--- config.mk ---
export PLATFORM = sky130hd
export DESIGN_NAME = page_repl_tracker
export DESIGN_NICKNAME = d
export VERILOG_FILES = /design/src/rtl/repl_pkg.sv /design/src/rtl/repl_match.sv /design/src/rtl/repl_rank_upd.sv /design/src/rtl/repl_victim.sv /design/src/rtl/page_repl_tracker.sv
export SDC_FILE = /design/constraint.sdc
export NUM_CORES = 1
export LEC_CHECK = 0
export BUFFER_PORTS_ARGS = -buffer_cell sky130_fd_sc_hd__buf_2
export CORE_MARGIN = 4
export CORE_UTILIZATION = 51
export CTS_BUF_LIST = sky130_fd_sc_hd__clkbuf_4 sky130_fd_sc_hd__clkbuf_8
export CTS_CLUSTER_SIZE = 16
export DETAILED_ROUTE_END_ITERATION = 10
export PLACE_DENSITY = 0.79
export SETUP_SLACK_MARGIN = 0.2
export SKIP_CTS_REPAIR_TIMING = 1
export SLEW_MARGIN = 5
export SYNTH_ARGS = -nofsm -noshare
export SYNTH_HDL_FRONTEND = slang
export SYNTH_SLANG_ARGS = --single-unit
--- constraint.sdc ---
create_clock -name clk -period 18.2 [get_ports clk]
set_input_delay 3.64 -clock clk [delete_from_list [all_inputs] [get_ports clk]]
set_output_delay 3.64 -clock clk [all_outputs]
set_load 0.01 [all_outputs]
--- src/rtl/repl_pkg.sv ---
// Package: shared types for the page replacement tracker.
// Assumes: the policy code is two bits wide; code 3 behaves as LRU.
package repl_pkg;
    typedef enum logic [1:0] {
        POL_LRU     = 2'b00,
        POL_FIFO    = 2'b01,
        POL_LFU     = 2'b10,
        POL_LRU_ALT = 2'b11
    } repl_pol_e;
endpackage

--- src/rtl/repl_match.sv ---
// Module: repl_match
// Compares a referenced page against every frame. Reports whether any
// valid frame holds it, and the lowest such frame index.
// Assumes: at most one valid frame holds a given page.
module repl_match #(
    parameter int NUM_FRAMES = 4,
    parameter int PAGE_W     = 8,
    localparam int IDX_W     = $clog2(NUM_FRAMES)
) (
    input  logic [NUM_FRAMES-1:0]             frame_valid,
    input  logic [NUM_FRAMES-1:0][PAGE_W-1:0] frame_page,
    input  logic [PAGE_W-1:0]                 ref_page,
    output logic                              hit,
    output logic [IDX_W-1:0]                  hit_idx
);
    logic [NUM_FRAMES-1:0] eq;

    // per-frame compare
    for (genvar g = 0; g < NUM_FRAMES; g++) begin : g_cmp
        assign eq[g] = frame_valid[g] && (frame_page[g] == ref_page);
    end

    assign hit = |eq;

    // priority encode, lowest index wins
    always_comb begin
        hit_idx = '0;
        for (int i = NUM_FRAMES - 1; i >= 0; i--) begin
            if (eq[i]) hit_idx = IDX_W'(i);
        end
    end
endmodule

--- src/rtl/repl_rank_upd.sv ---
// Module: repl_rank_upd
// Move-to-front update of a rank permutation. The selected frame
// becomes rank 0, and every frame ranked below its old rank moves
// down by one.
// Assumes: valid frames hold distinct ranks. Empty frames hold the
// oldest rank and are passed that value as sel_rank.
module repl_rank_upd #(
    parameter int NUM_FRAMES = 4,
    localparam int IDX_W     = $clog2(NUM_FRAMES)
) (
    input  logic                             en,
    input  logic [IDX_W-1:0]                 sel,
    input  logic [IDX_W-1:0]                 sel_rank,
    input  logic [NUM_FRAMES-1:0][IDX_W-1:0] rank_in,
    output logic [NUM_FRAMES-1:0][IDX_W-1:0] rank_out
);
    // one update lane per frame
    for (genvar g = 0; g < NUM_FRAMES; g++) begin : g_lane
        always_comb begin
            rank_out[g] = rank_in[g];
            if (en) begin
                if (sel == IDX_W'(g))
                    rank_out[g] = '0;
                else if (rank_in[g] < sel_rank)
                    rank_out[g] = rank_in[g] + 1'b1;
            end
        end
    end
endmodule

--- src/rtl/repl_victim.sv ---
// Module: repl_victim
// Chooses the frame that a faulting page goes into. This is the lowest
// empty frame if one exists; otherwise the policy decides. LRU and FIFO
// take the frame holding the oldest rank. LFU takes the smallest use
// count, with ties going to the earliest loaded frame.
// Assumes: ranks of valid frames form a permutation when all are valid.
module repl_victim #(
    parameter int NUM_FRAMES = 4,
    parameter int CNT_W      = 3,
    localparam int IDX_W     = $clog2(NUM_FRAMES)
) (
    input  repl_pkg::repl_pol_e               pol,
    input  logic [NUM_FRAMES-1:0]             frame_valid,
    input  logic [NUM_FRAMES-1:0][IDX_W-1:0]  lru_rank,
    input  logic [NUM_FRAMES-1:0][IDX_W-1:0]  age_rank,
    input  logic [NUM_FRAMES-1:0][CNT_W-1:0]  use_cnt,
    output logic [IDX_W-1:0]                  victim
);
    import repl_pkg::*;
    localparam logic [IDX_W-1:0] OLDEST = IDX_W'(NUM_FRAMES - 1);

    logic             found_empty;
    logic [IDX_W-1:0] empty_idx;
    logic [IDX_W-1:0] lru_idx;
    logic [IDX_W-1:0] fifo_idx;
    logic [IDX_W-1:0] lfu_idx;

    // lowest empty frame
    always_comb begin
        found_empty = 1'b0;
        empty_idx   = '0;
        for (int i = NUM_FRAMES - 1; i >= 0; i--) begin
            if (!frame_valid[i]) begin
                found_empty = 1'b1;
                empty_idx   = IDX_W'(i);
            end
        end
    end

    // frames holding the oldest recency and load rank
    always_comb begin
        lru_idx  = '0;
        fifo_idx = '0;
        for (int i = 0; i < NUM_FRAMES; i++) begin
            if (lru_rank[i] == OLDEST) lru_idx  = IDX_W'(i);
            if (age_rank[i] == OLDEST) fifo_idx = IDX_W'(i);
        end
    end

    // least count, ties to the earliest loaded
    always_comb begin
        lfu_idx = '0;
        for (int i = 1; i < NUM_FRAMES; i++) begin
            if ((use_cnt[i] < use_cnt[lfu_idx]) ||
                ((use_cnt[i] == use_cnt[lfu_idx]) && (age_rank[i] > age_rank[lfu_idx])))
                lfu_idx = IDX_W'(i);
        end
    end

    // final pick
    always_comb begin
        if (found_empty)
            victim = empty_idx;
        else begin
            case (pol)
                POL_FIFO: victim = fifo_idx;
                POL_LFU:  victim = lfu_idx;
                default:  victim = lru_idx;
            endcase
        end
    end
endmodule

--- src/rtl/page_repl_tracker.sv ---
// Module: page_repl_tracker
// Tracks which pages occupy NUM_FRAMES physical frames. Reports hit or
// fault one cycle after each reference, picks a victim frame on a fault
// under a selectable policy, and counts faults.
// Assumes: NUM_FRAMES is a power of two of at least 2. Reset and clear
// are synchronous. The policy is latched only on reset or clear.
module page_repl_tracker #(
    parameter int NUM_FRAMES = 4,
    parameter int PAGE_W     = 8,
    parameter int CNT_W      = 3,
    parameter int FCNT_W     = 16,
    localparam int IDX_W     = $clog2(NUM_FRAMES)
) (
    input  logic              clk,
    input  logic              rst_n,
    input  logic              clear,
    input  logic [1:0]        policy,
    input  logic              ref_valid,
    input  logic [PAGE_W-1:0] ref_page,
    output logic              out_valid,
    output logic              out_hit,
    output logic              out_fault,
    output logic [IDX_W-1:0]  out_frame,
    output logic              evict_valid,
    output logic [PAGE_W-1:0] evict_page,
    output logic [FCNT_W-1:0] fault_count
);
    import repl_pkg::*;
    localparam logic [IDX_W-1:0] OLDEST  = IDX_W'(NUM_FRAMES - 1);
    localparam logic [CNT_W-1:0] CNT_MAX = {CNT_W{1'b1}};

    logic [NUM_FRAMES-1:0]             valid_q;
    logic [NUM_FRAMES-1:0][PAGE_W-1:0] page_q;
    logic [NUM_FRAMES-1:0][IDX_W-1:0]  lru_q, lru_nx;
    logic [NUM_FRAMES-1:0][IDX_W-1:0]  age_q, age_nx;
    logic [NUM_FRAMES-1:0][CNT_W-1:0]  cnt_q;
    repl_pol_e                         pol_q;

    logic             hit;
    logic [IDX_W-1:0] hit_idx;
    logic [IDX_W-1:0] victim;
    logic [IDX_W-1:0] tgt;
    logic             acc;
    logic             fill;
    logic [IDX_W-1:0] tgt_lru_rank;
    logic [IDX_W-1:0] tgt_age_rank;

    repl_match #(.NUM_FRAMES(NUM_FRAMES), .PAGE_W(PAGE_W)) u_match (
        .frame_valid (valid_q),
        .frame_page  (page_q),
        .ref_page    (ref_page),
        .hit         (hit),
        .hit_idx     (hit_idx)
    );

    repl_victim #(.NUM_FRAMES(NUM_FRAMES), .CNT_W(CNT_W)) u_victim (
        .pol         (pol_q),
        .frame_valid (valid_q),
        .lru_rank    (lru_q),
        .age_rank    (age_q),
        .use_cnt     (cnt_q),
        .victim      (victim)
    );

    // the reference decode: which frame is touched and whether it is filled
    always_comb begin
        acc          = ref_valid && !clear;
        fill         = acc && !hit;
        tgt          = hit ? hit_idx : victim;
        tgt_lru_rank = valid_q[tgt] ? lru_q[tgt] : OLDEST;
        tgt_age_rank = valid_q[tgt] ? age_q[tgt] : OLDEST;
    end

    // recency order moves on every reference
    repl_rank_upd #(.NUM_FRAMES(NUM_FRAMES)) u_lru_upd (
        .en       (acc),
        .sel      (tgt),
        .sel_rank (tgt_lru_rank),
        .rank_in  (lru_q),
        .rank_out (lru_nx)
    );

    // load order moves only on fills
    repl_rank_upd #(.NUM_FRAMES(NUM_FRAMES)) u_age_upd (
        .en       (fill),
        .sel      (tgt),
        .sel_rank (tgt_age_rank),
        .rank_in  (age_q),
        .rank_out (age_nx)
    );

    // frame table, policy latch and result registers
    always_ff @(posedge clk) begin
        if (!rst_n || clear) begin
            valid_q     <= '0;
            page_q      <= '0;
            lru_q       <= {NUM_FRAMES{OLDEST}};
            age_q       <= {NUM_FRAMES{OLDEST}};
            cnt_q       <= '0;
            pol_q       <= repl_pol_e'(policy);
            out_valid   <= 1'b0;
            out_hit     <= 1'b0;
            out_fault   <= 1'b0;
            out_frame   <= '0;
            evict_valid <= 1'b0;
            evict_page  <= '0;
            fault_count <= '0;
        end else begin
            out_valid   <= acc;
            out_hit     <= acc && hit;
            out_fault   <= fill;
            evict_valid <= fill && valid_q[tgt];
            if (acc) begin
                out_frame    <= tgt;
                evict_page   <= page_q[tgt];
                valid_q[tgt] <= 1'b1;
                page_q[tgt]  <= ref_page;
                lru_q        <= lru_nx;
                age_q        <= age_nx;
                if (hit) begin
                    if (cnt_q[tgt] != CNT_MAX) cnt_q[tgt] <= cnt_q[tgt] + 1'b1;
                end else begin
                    cnt_q[tgt]  <= CNT_W'(1);
                    fault_count <= fault_count + 1'b1;
                end
            end
        end
    end
endmodule

# == Word level (Yosys, flattened, before mapping) ==
# Cells that the tools add are included.
# totals
register_bits,96
input_bits,14
out_inout_bits,30
wordCells,187
# classes
n_addsub,10
order_cmp,18
eq_ne,20
n_mux,70
bitwise,5
n_reduce_logical,39
# op_table
cell,n
2-bit two-way mux,38
32-bit bitwise mux,1
8-bit equality test,4
12-bit two-way mux,2
3-bit binary-select mux with 2-bit select,3
"2-bit equality test, second input constant",9
"16-bit by 1-bit adder with 16-bit output, second input constant",1
"2-bit by 1-bit adder with 2-bit output, second input constant",8
2-bit binary-select mux with 2-bit select,4
8-bit binary-select mux with 2-bit select,1
8-bit demux with 2-bit select,1
2-bit less-than comparator,8
8-bit two-way mux,2
2-bit nonzero test,8
12-bit bitwise mux,1
1-bit logical AND,12
3-bit two-way mux,4
2-bit AND reduction,6
3-bit AND reduction,4
3-bit equality test,3
3-bit less-than comparator,3
1-bit two-way mux,9
8-bit AND,1
8-bit inverter,1
18 further kinds,28

# == Logic depth before layout (Yosys ltp) ==
# Gate-level depths: netlist of the first run.
# depth
word_depth,26
mapped_depth,31
depth_no_buf,28

# == By module ==
# Synthesis of the first run repeated with hierarchy kept, for this count alone.
# hier_totals
hier_cells,714
area_unflattened_um2,5801.8
# by_module_without_submodules
mod,n_inst,cells_each,area_each_um2,seq_area_each_um2
page_repl_tracker,1,490,4061.4,1941.9
repl_victim,1,85,664.4,0.0
repl_rank_upd,2,38,285.3,0.0
repl_match,1,63,505.5,0.0

# == Worst setup path before layout of the first run ==
# Ideal clock, no wire load.
# synth_timing
kind,input -> register
from,input port ref_page[7]
to,register cnt_q[9] (netlist name)
setup_time_ns,0.134
arrival_ns,6.695
required_time_ns,18.066
slack_ns,11.371
stages,17
path_buffers,4
cell_sequence,buf_4 xnor2_1 nand4_1 nor3_1 a311o_2 o21a_1 buf_6 clkbuf_1 clkbuf_1 nor2_1 a21oi_1 a21oi_1 ha_1 ha_1 a21oi_1 o311a_1 a211oi_1
# synth_between
elab_chain_len,14
word_cells_on_any_way,29
classes_between,add/sub: 1; order compare: 2; eq/ne: 6; mux: 12; bitwise: 1; reduce/logical: 7
# synth_rtl
item,line_no,rtl
"start, declared",page_repl_tracker.sv:19,"input logic [PAGE_W-1:0] ref_page,"
8-bit equality test,repl_match.sv:20,assign eq[g] = frame_valid[g] && (frame_page[g] == ref_page);
1-bit logical AND,repl_match.sv:20,
2-bit two-way mux (4 in series),repl_match.sv:29,if (eq[i]) hit_idx = IDX_W'(i);
2-bit two-way mux,page_repl_tracker.sv:69,tgt = hit ? hit_idx : victim;
2-bit by 3-bit less-than comparator with 1-bit output (not written as such) or 2-bit by 1-bit >= comparator with 1-bit output (tied branches),"page_repl_tracker.sv:121, page_repl_tracker.sv:123",
1-bit logical AND (not written as such),"page_repl_tracker.sv:121, page_repl_tracker.sv:123",
3-bit two-way mux (not written as such),"page_repl_tracker.sv:121, page_repl_tracker.sv:123",
3-bit demux with 2-bit select,"page_repl_tracker.sv:121, page_repl_tracker.sv:123",
12-bit bitwise mux,page_repl_tracker.sv:121,if (cnt_q[tgt] != CNT_MAX) cnt_q[tgt] <= cnt_q[tgt] + 1'b1;
12-bit two-way mux,page_repl_tracker.sv:121,
12-bit two-way mux,page_repl_tracker.sv:120,if (hit) begin
"end signal, assigned",page_repl_tracker.sv:99,cnt_q <= '0;
"end signal, assigned by index",page_repl_tracker.sv:123,cnt_q[tgt] <= CNT_W'(1);
"end, declared",page_repl_tracker.sv:36,logic [NUM_FRAMES-1:0][CNT_W-1:0] cnt_q;
# Several ways; a longest one is shown, not always the timed one. The select of a mux whose other input is x is not followed.
# A chain may end at the register's enable or synchronous reset.

# == Worst setup path in the final report of the first run ==
# layout_timing
from,input port ref_page[7]
to,register cnt_q[7] (netlist name)
# layout_between
elab_chain_len,14
word_cells_on_any_way,30
classes_between,add/sub: 1; order compare: 2; eq/ne: 6; mux: 12; bitwise: 2; reduce/logical: 7
# layout_rtl
item,line_no
8-bit equality test,repl_match.sv:20
1-bit logical AND,repl_match.sv:20
2-bit two-way mux (4 in series),repl_match.sv:29
2-bit two-way mux,page_repl_tracker.sv:69
2-bit by 3-bit less-than comparator with 1-bit output (not written as such) or 2-bit by 1-bit >= comparator with 1-bit output (tied branches),"page_repl_tracker.sv:121, page_repl_tracker.sv:123"
1-bit logical AND (not written as such),"page_repl_tracker.sv:121, page_repl_tracker.sv:123"
3-bit two-way mux (not written as such),"page_repl_tracker.sv:121, page_repl_tracker.sv:123"
3-bit demux with 2-bit select,"page_repl_tracker.sv:121, page_repl_tracker.sv:123"
12-bit bitwise mux or 8-bit inverter (tied branches),n/a
12-bit two-way mux or 8-bit AND (tied branches),n/a
12-bit two-way mux,page_repl_tracker.sv:120
# Several ways; a longest one is shown, not always the timed one. The select of a mux whose other input is x is not followed.

==> results of run 1 <==
[area by class of cell]
| type | count | area (sq um) |
|---|---|---|
| clock buffers | 11 | 139 |
| clock inverters | 5 | 81.3 |
| fillers | 1012 | 4720 |
| inverters | 22 | 82.6 |
| multi-input cells | 539 | 3440 |
| flip-flops and latches | 96 | 1940 |
| well taps | 140 | 175 |
| repair buffers | 49 | 260 |
[cells by family (layout without fill, tap and decap cells)]
| logic type | count (synthesis) | after routing | share of synthesized area |
|---|---|---|---|
| DFF | 96 | 96 | 0.344 |
| adders and majority gates | 32 | 32 | 0.0702 |
| and+or+nand+nor | 282 | 282 | 0.225 |
| muxes | 36 | 36 | 0.0675 |
| AOI/OAI and AO/OA | 143 | 143 | 0.172 |
| buffers and inverters | 63 | 87 | 0.0509 |
| xor gates and xnor gates | 46 | 46 | 0.0713 |
[routing by layer]
layer	track usage	wire [microns]	share of wire
met4	0.101	350	0.023
met3	0.0283	951	0.063
met5	0	0	0
met1	0.309	6370	0.42
met2	0.400	7390	0.49
[power by group through the flow]
stage	logic [mW]	clock network, mW	registers, mW
after floorplan	0.0316	0	0.219
after global placement	0.0392	0	0.219
after detailed placement	0.0407	0	0.219
after CTS	0.0409	0.158	0.214
after global routing	0.0451	0.168	0.215
final	0.0411	0.157	0.214
[sequential cells by signal (all words and copies together) (netlist names)]
register / cells
evict_valid: 1
evict_page: 8
out_fault: 1
out_valid: 1
out_hit: 1
pol_q: 2
lru_q: 8
page_q: 32
cnt_q: 12
out_frame: 2
valid_q: 4
age_q: 8
fault_count: 16
[cells in the final DEF (no fill, tap or decap), types with 3 or more instances in the layout]
cell	synthesis	layout
clkbuf_8	0	9
a21oi_1	44	44
mux2_2	3	3
nand4_1	17	17
xnor2_1	37	37
xor2_1	9	9
buf_4	9	6
a211o_1	3	3
o32ai_1	3	3
o22a_1	3	3
nor2_1	77	77
a31oi_1	10	10
o22ai_1	4	4
nor2b_1	10	10
o21a_1	7	7
nand3_1	21	21
nor3_2	3	5
nand2_1	113	113
nor3_1	11	9
o211ai_1	6	6
nand3b_1	3	3
a21o_1	4	4
o21ai_0	24	23
ha_1	30	30
a32oi_1	9	9
mux2i_1	31	31
dfxtp_1	94	94
buf_2	8	43
a21boi_0	3	3
and3_1	16	16
inv_1	21	21
o221ai_1	3	3
[stage by stage]
step	total power, mW	setup slack [ps]
3_5_place_dp	0.260	10380
2_1_floorplan	0.251	11370
5_1_grt	0.428	10470
3_3_place_gp	0.258	10610
4_1_cts	0.413	10790
6_report	0.412	10680
[cells in the mapped netlist, types with 3 or more instances]
library cell and n:
mux2i_1 31, inv_1 21, o221ai_1 3, clkbuf_1 22, buf_4 9, nor3_1 11
a21o_1 4, o22a_1 3, o32ai_1 3, xnor2_1 37, nand3b_1 3, and3_1 16
a211o_1 3, o22ai_1 4, a21boi_0 3, nor2b_1 10, nand2_1 113, buf_2 8
nand4_1 17, o211ai_1 6, xor2_1 9, dfxtp_1 94, a32oi_1 9, mux2_2 3
nor3_2 3, nand3_1 21, a31oi_1 10, nor2_1 77, ha_1 30, o21ai_0 24
o21a_1 7, a21oi_1 44
[worst max-delay path, cell delays in order]
cell and delay (ps):
buf_2 160, xnor2_1 210, nand4_1 140, nor3_1 430, a311o_2 280, o21a_1 510, buf_4 370, o21ai_1 320
nor2_1 1080, nand2_1 270, a32oi_1 260, nor2_1 60
[worst paths after layout]
check,startpoint,to,slack (ps),cells past startpoint
setup / recovery,ref_page[7],cnt_q[7],10680,12
hold / removal,out_frame[1],out_frame[1],500,2
setup reg to reg,age_q[2],cnt_q[7],10970,23
hold reg to reg,out_frame[1],out_frame[1],500,2
==> out/results.tsv, run 1 <==
stage	metric	value	unit
floorplan	die_w	113	microns
routing	drc	0	
clock_tree	clockBufferDepth	2	
routing	vias_per_cell	6.02	
routing	post_drt_wl_per_cell	17.5	microns
worst_hold_path	hp-class	reg -> reg	
sta	setup_violations	0	
synth	synth_top_area_cell	dfxtp_1	
global_route	grt_pass1_wl	25.0	mm
cells_and_area	drive_gt1_frac	0.118	
synth	synth_top_area_frac	0.333	
power	seq_power_share	0.520	
sta	fin_tns_setup	0	ps
placed_design	gp_congestion	0.938	
routing	drt_wl_total	15.1	mm
power	internal_power	0.308	mW
clock_tree	root_buffer	clkbuf_8	
placed_design	place_hpwl	10.7	mm
clock_tree	cts_buffers	9	
floorplan	fp.dieH	113	microns
floorplan	num_rows	38	
sta	rsz0062_at_grt	no	
sta	fin_crit_sh	0.413	
sta	relSlewSlack	0.114	
global_route	grt_overflow	0	
synth	synth_warnings	0	
synth	syn_avg_cell_area	8.10	sq um
power	power_density	67.4	nW/um^2
floorplan	die_area	12800	sq um
synth	synthArstFlopShare	0	
global_route	grt_max_degree	83	
sta	finalHoldViolCount	0	
cells_and_area	fin_nets	761	
status	status	completed	
synth	netlist_instances	698	
floorplan	boundaryPins	44	
global_route	grt_pass1_vias	5090	
synth	synth-edff-count	2	
clock_tree	cts.sinks	96	
clock_tree	htreeDepth	3	
power	clockPowerShare	0.380	
synth	synth-seq-cells	96	
power	netSwitchingFraction	0.253	
clock_tree	clk_pin_slew_worst_paths	90	ps
clock_tree	cts_tree	done	
placed_design	dp.cells	846	
setup_path	critPathRequiredTime	18430	ps
setup_path	worstSetupEndpointType	register	
cells_and_area	areaGrowthSynthToFinish	8.21	%
flow_run	cap_violations	0	
cells_and_area	finalInstanceArea	6120	sq um
global_route	track_usage	0.238	
cells_and_area	n_antenna_cell	0	
power	ir_worst_vdd	0.0485	mV
synth	synthDistinctLibCells	65	
power	share_comb_of_total_power	0.100	
sta	whs	499	ps
clock_tree	clock_latency	370	ps
routing	dr.first_iter.drc_count	435	
power	p_switching	0.104	mW
global_route	antenna_found_initial	0	
routing	ant_nets	0	
setup_path	critical_path_class	in -> reg	
power	power.leakage	2.25	nW
sta	timing.fmax	0.133	GHz
cells_and_area	finalNonFillerCells	862	
synth	synth-seq-area-share	0.344	
sta	fin_skew	11.7	ps
routing	dr.pass1.iters	5	
synth	synth.cell_area	5650	sq um
cells_and_area	final_util	0.564	
setup_path	cp-start-kind	input port	
synth	synthTopCellsByArea	dfxtp_1 (33%), nand2_1 (7.5%), ha_1 (6.6%)	
sta	min_period	7520	ps
synth	syn_nets	742	
sta	slew_violations	0	
setup_path	crit_fanout	21	
setup_path	cp_data_arrival_time	7750	ps
routing	vias	5193	
placed_design	postPlaceCellArea	5900	sq um
floorplan	initial_core_util	0.521	
placed_design	io_buffer_count	43	
floorplan	coreArea	10800	sq um
sta	worst_slew_pin_slew	1320	ps
synth	ys.flop_type	dfxtp_1	
Power figures use the tool's default switching activity.
==> run 2: changes to the inputs <==
clock period = 7.1 ns   (was 18.2 ns; I/O delays follow)
==> out/results.tsv, run 2 (synthesis results as in run 1) <==
stage	metric	value	unit	change
floorplan	initial_core_util	0.521		unchanged
routing	dr.pass1.iters	5		unchanged
clock_tree	cts.sinks	96		unchanged
placed_design	pre_cts_slack	662	ps	was 10380 ps
sta	worst_slew_pin_slew	1010	ps	was 1320 ps
placed_design	dp.cells	849		was 846
cells_and_area	largestRegisters	page_q (32), fault_count (16), cnt_q (12)		unchanged
power	power_density	168	nW/um^2	was 67.4 nW/um^2
clock_tree	cts_tree	done		unchanged
cells_and_area	fin_nets	764		was 761
cells_and_area	largest_reg_flops	32		unchanged
global_route	antenna_found_initial	0		unchanged
global_route	grt_pass1_wl	24.3	mm	was 25.0 mm
sta	setup_violations	0		unchanged
routing	post_drt_wl_per_cell	16.6	microns	was 17.5 microns
status	status	completed		unchanged
global_route	grt_pass1_vias	4939		was 5090
sta	fin_crit_sh	0.900		
cells_and_area	final_util	0.565		was 0.564
clock_tree	root_buffer	clkbuf_8		unchanged
cells_and_area	drive_gt1_frac	0.120		was 0.118
floorplan	die_area	12800	sq um	unchanged
setup_path	cp_slowest_cell	dfxtp_1		was nor2_1
routing	ant_nets	0		unchanged
power	ir_worst_vdd	0.124	mV	was 0.0485 mV
flow_run	cap_violations	0		unchanged
sta	whs	496	ps	was 499 ps
placed_design	io_buffer_count	43		unchanged
floorplan	coreArea	10800	sq um	unchanged
floorplan	boundaryPins	44		unchanged
worst_hold_path	hp-class	reg -> reg		unchanged
sta	min_period	6390	ps	
routing	drc	0		unchanged
routing	vias_per_cell	5.98		was 6.02
power	power.leakage	2.27	nW	was 2.25 nW
sta	fin_tns_setup	0	ps	unchanged
routing	vias	5175		was 5193
global_route	grt_overflow	0		unchanged
setup_path	critical_path_class	reg -> reg		was in -> reg
setup_path	slowest_delay	490	ps	was 1080 ps
sta	finalWorstSetupSlack	710	ps	was 10680 ps
global_route	globalRouteMet1Util	0.299		was 0.309
global_route	top_usage_layer	met2		unchanged
floorplan	die_w	113	microns	unchanged
sta	relSlewSlack	0.325		was 0.114
global_route	grtUsageMet2	0.382		was 0.400
global_route	grt_util_met3	0.0390		was 0.0283
cells_and_area	layout_common_cells	nand2_1 (113), dfxtp_1 (94), nor2_1 (77)		unchanged
cells_and_area	areaGrowthSynthToFinish	8.32	%	was 8.21%
cells_and_area	n_antenna_cell	0		unchanged
floorplan	num_rows	38		unchanged
setup_path	crit_fanout	28		was 21
placed_design	postPlaceCellArea	5910	sq um	was 5900 sq um
sta	rsz0062_at_grt	no		unchanged
cells_and_area	finalInstanceArea	6120	sq um	about the same
routing	drt_wl_total	14.4	mm	was 15.1 mm
clock_tree	htreeDepth	3		unchanged
clock_tree	clockBufferDepth	2		unchanged
setup_path	cp_data_arrival_time	6670	ps	was 7750 ps
global_route	track_usage	0.229		was 0.238
sta	timing.fmax	0.156	GHz	
setup_path	critPathRequiredTime	7380	ps	was 18430 ps
placed_design	place_hpwl	10.4	mm	was 10.7 mm
clock_tree	clock_latency	380	ps	was 370 ps
global_route	grt_max_degree	83		unchanged
setup_path	cp_common_cell	ha_1		was nor2_1
placed_design	gp_congestion	0.938		unchanged
cells_and_area	final_common_cell	nand2_1		unchanged
clock_tree	cts_buffers	9		unchanged
sta	finalHoldViolCount	0		unchanged
floorplan	fp.dieH	113	microns	unchanged
clock_tree	clk_pin_slew_worst_paths	100	ps	was 90 ps
sta	fin_skew	8.29	ps	was 11.7 ps
cells_and_area	finalNonFillerCells	865		was 862
setup_path	worstSetupEndpointType	register		unchanged
sta	slew_violations	0		unchanged
power	power.total	1.03	mW	was 0.412 mW
cells_and_area	top_register	page_q		unchanged
setup_path	cp-start-kind	register		was input port
routing	dr.first_iter.drc_count	444		was 435
## run 2: changes by cell type in the layout (fill, tap and decap cells not counted), moves of 2 or more
cell | previous run | this run
clkbuf_4 | 2 | 0
buf_4 | 6 | 8
nor3_1 | 9 | 11
nor3_2 | 5 | 3
## run 2: per-layer routing
metal,vias to the layer above,wire (microns)
met2,182,6970
met5,-,0
li1,2508,-
met1,2448,6250
met4,0,348
met3,37,815
## run 2: worst max-delay path, delay by kind of cell (launching register included)
| family | cells | cell delay [ps] |
|---|---|---|
| muxes | 1 | 290 |
| adders and majority gates | 4 | 1180 |
| and+or+nand+nor | 7 | 790 |
| AOI/OAI and AO/OA | 13 | 3130 |
| DFF | 1 | 490 |
| buffers and inverters | 2 | 390 |
## run 2: where the power goes
part | switching, mW | total [mW] | internal [mW]
registers | 0.00475 | 0.550 | 0.545
clock network | 0.200 | 0.374 | 0.174
logic | 0.0660 | 0.104 | 0.0384
## run 2: worst paths after layout
kind	startpoint	slack, ps	to	cells after the start
max	age_q[2]	710	lru_q[1]	27
min	page_q[0]	500	page_q[0]	2
min reg2reg	page_q[0]	500	page_q[0]	2
max reg2reg	age_q[2]	710	lru_q[1]	27
## run 2: final cells by class
| cell class | count | area (sq um) |
|---|---|---|
| Fill cell | 997 | 4720 |
| Multi-Input combinational cell | 539 | 3430 |
| Sequential cell | 96 | 1940 |
| Timing Repair Buffer | 52 | 287 |
| Tap cell | 140 | 175 |
| Clock buffer | 10 | 138 |
| Inverter | 22 | 82.6 |
| Clock inverter | 6 | 66.3 |
==> run 3: changes to the inputs <==
CORE_UTILIZATION = 30   (was 51)
PLACE_DENSITY = 0.56   (was 0.79)
RECOVER_POWER = 100   (was default)
==> out/results.tsv, run 3 (synthesis results as in run 1) <==
stage	metric	value	unit	change
status	status	finished, violations left		was completed
status	violations	max-capacitance violations, max-slew violations		
clock_tree	cts_tree	done		unchanged
global_route	grt_overflow	0		unchanged
cells_and_area	nFillCells	2003		was 997
power	power.leakage	2.10	nW	was 2.27 nW
sta	fin_crit_sh	0.894		was 0.900
clock_tree	root_buffer	clkbuf_8		unchanged
global_route	grt_pass1_vias	4917		was 4939
global_route	grt_pass1_wl	25.8	mm	was 24.3 mm
setup_path	regToRegStartpoint	age_q[2]		unchanged
placed_design	io_buffer_count	43		unchanged
routing	drt_wl_total	15.2	mm	was 14.4 mm
floorplan	num_rows	49		was 38
setup_path	r2r-end	cnt_q[9]		was lru_q[1]
floorplan	die_area	21100	sq um	was 12800 sq um
floorplan	fp.dieH	145	microns	was 113 microns
global_route	antenna_found_initial	0		unchanged
routing	vias_per_cell	5.14		was 5.98
sta	rsz0062_at_grt	no		unchanged
sta	slew_violations	83		was 0
sta	worst_slew_pin_slew	3850	ps	was 1010 ps
clock_tree	htreeDepth	3		unchanged
cells_and_area	final_util	0.338		was 0.565
floorplan	die_w	145	microns	was 113 microns
setup_path	cp-start-kind	register		unchanged
setup_path	critical_path_class	reg -> reg		unchanged
clock_tree	clock_latency	390	ps	was 380 ps
setup_path	critPathLaunch	age_q[2]		unchanged
sta	timing.fmax	0.157	GHz	was 0.156 GHz
sta	fin_tns_setup	0	ps	unchanged
setup_path	reg2reg_setup_slack	750	ps	was 710 ps
routing	drc	0		unchanged
floorplan	initial_core_util	0.309		was 0.521
setup_path	cp_data_arrival_time	6430	ps	was 6670 ps
placed_design	gp_congestion	0.824		was 0.938
placed_design	place_hpwl	10.8	mm	was 10.4 mm
clock_tree	cts.sinks	96		unchanged
cells_and_area	largest_reg_flops	32		unchanged
setup_path	critPathRequiredTime	7180	ps	was 7380 ps
cells_and_area	final_common_cell	nand2_1		unchanged
cells_and_area	n_antenna_cell	0		unchanged
setup_path	reg2regPathDepth	25		was 27
sta	min_period	6350	ps	was 6390 ps
worst_hold_path	worstHoldEndpoint	page_q[3]		was page_q[0]
cells_and_area	largestRegisters	page_q (32), fault_count (16), cnt_q (12)		unchanged
sta	whs	490	ps	was 496 ps
routing	ant_nets	0		unchanged
routing	post_drt_wl_per_cell	15.9	microns	was 16.6 microns
sta	setup_violations	0		unchanged
clock_tree	cts_buffers	9		unchanged
routing	vias	4915		was 5175
cells_and_area	layout_common_cells	nand2_1 (113), dfxtp_1 (94), nor2_1 (77)		unchanged
setup_path	worstSetupEndpointType	register		unchanged
routing	dr.first_iter.drc_count	360		was 444
worst_hold_path	hold_path_depth	2		unchanged
cells_and_area	top_register	page_q		unchanged
sta	relSlewSlack	-1.57		was 0.325
cells_and_area	areaGrowthSynthToFinish	9.16	%	was 8.32%
cells_and_area	fin_nets	767		was 764
floorplan	boundaryPins	44		unchanged
clock_tree	clockBufferDepth	2		unchanged
sta	finalHoldViolCount	0		unchanged
routing	dr.pass1.iters	5		unchanged
worst_hold_path	hp-start	page_q[3]		was page_q[0]
floorplan	coreArea	18300	sq um	was 10800 sq um
setup_path	crit_fanout	16		was 28
worst_hold_path	hp-class	reg -> reg		unchanged
flow_run	cap_violations	1		was 0
power	power.total	1.01	mW	was 1.03 mW
global_route	track_usage	0.148		was 0.229
clock_tree	clk_pin_slew_worst_paths	100	ps	about the same
power	power_density	164	nW/um^2	was 168 nW/um^2
cells_and_area	drive_gt1_frac	0.0728		was 0.120
power	ir_worst_vdd	0.0894	mV	was 0.124 mV
global_route	grt_max_degree	83		unchanged
sta	fin_skew	20.0	ps	was 8.29 ps
-- run 3: final cells by class --
| class | count | area, sq um | area share |
|---|---|---|---|
| clock buffers | 12 | 159 | 0.0258 |
| flip-flops and latches | 96 | 1940 | 0.315 |
| repair buffers | 55 | 250 | 0.0406 |
| well taps | 229 | 287 | 0.0464 |
| inverters | 22 | 82.6 | 0.0134 |
| multi-input cells | 539 | 3420 | 0.555 |
| clock inverters | 4 | 28.8 | 0.00466 |
-- run 3: worst max-delay path by stage --
stage	endpoint	slack (ps)	cells past startpoint
after floorplan	cnt_q[9]	1070	30
after global placement	lru_q[1]	1020	26
after detailed placement	lru_q[1]	860	25
after CTS	lru_q[1]	830	25
after global routing	cnt_q[11]	130	26
final	cnt_q[9]	750	25
-- run 3: critical path, stage by stage, from the launching register on --
cell and delay (ps):
dfxtp_1 470, inv_1 110, ha_1 280, nand2_1 70
nand4_1 110, o2bb2ai_2 330, mux2i_1 300, ha_1 280
nor2b_1 140, o21a_1 160, o22a_1 340, o21ai_0 250
ha_1 270, nor2b_1 130, o21a_1 170, o22a_1 230
a221oi_4 430, o21a_1 530, o211ai_1 200, a21boi_0 180
ha_1 220, ha_1 190, a21oi_1 130, clkbuf_2 240
o311a_1 220, a211oi_1 70
-- run 3: power by group --
part,switching [mW],total [mW],internal (mW)
Clock,0.204,0.355,0.151
Combinational,0.0667,0.105,0.0381
Sequential,0.00480,0.550,0.545
Total,0.276,1.01,0.734
-- run 3: routing by layer --
| layer | GRT usage | vias up | share of wire |
|---|---|---|---|
| met5 | 0 | - | 0 |
| met4 | 0.0513 | 0 | 0.020 |
| met3 | 0.0287 | 19 | 0.043 |
| met2 | 0.239 | 92 | 0.45 |
| met1 | 0.197 | 2295 | 0.48 |
| li1 | - | 2509 | - |
-- run 3: per-stage QoR --
step	worst slack [ps]	cell area, sq um	std cells
floorplan	1070	5650	698
global placement	1020	6050	941
detailed placement	858	6050	941
CTS	826	6240	957
global route	130	6170	957
finish	750	6170	957
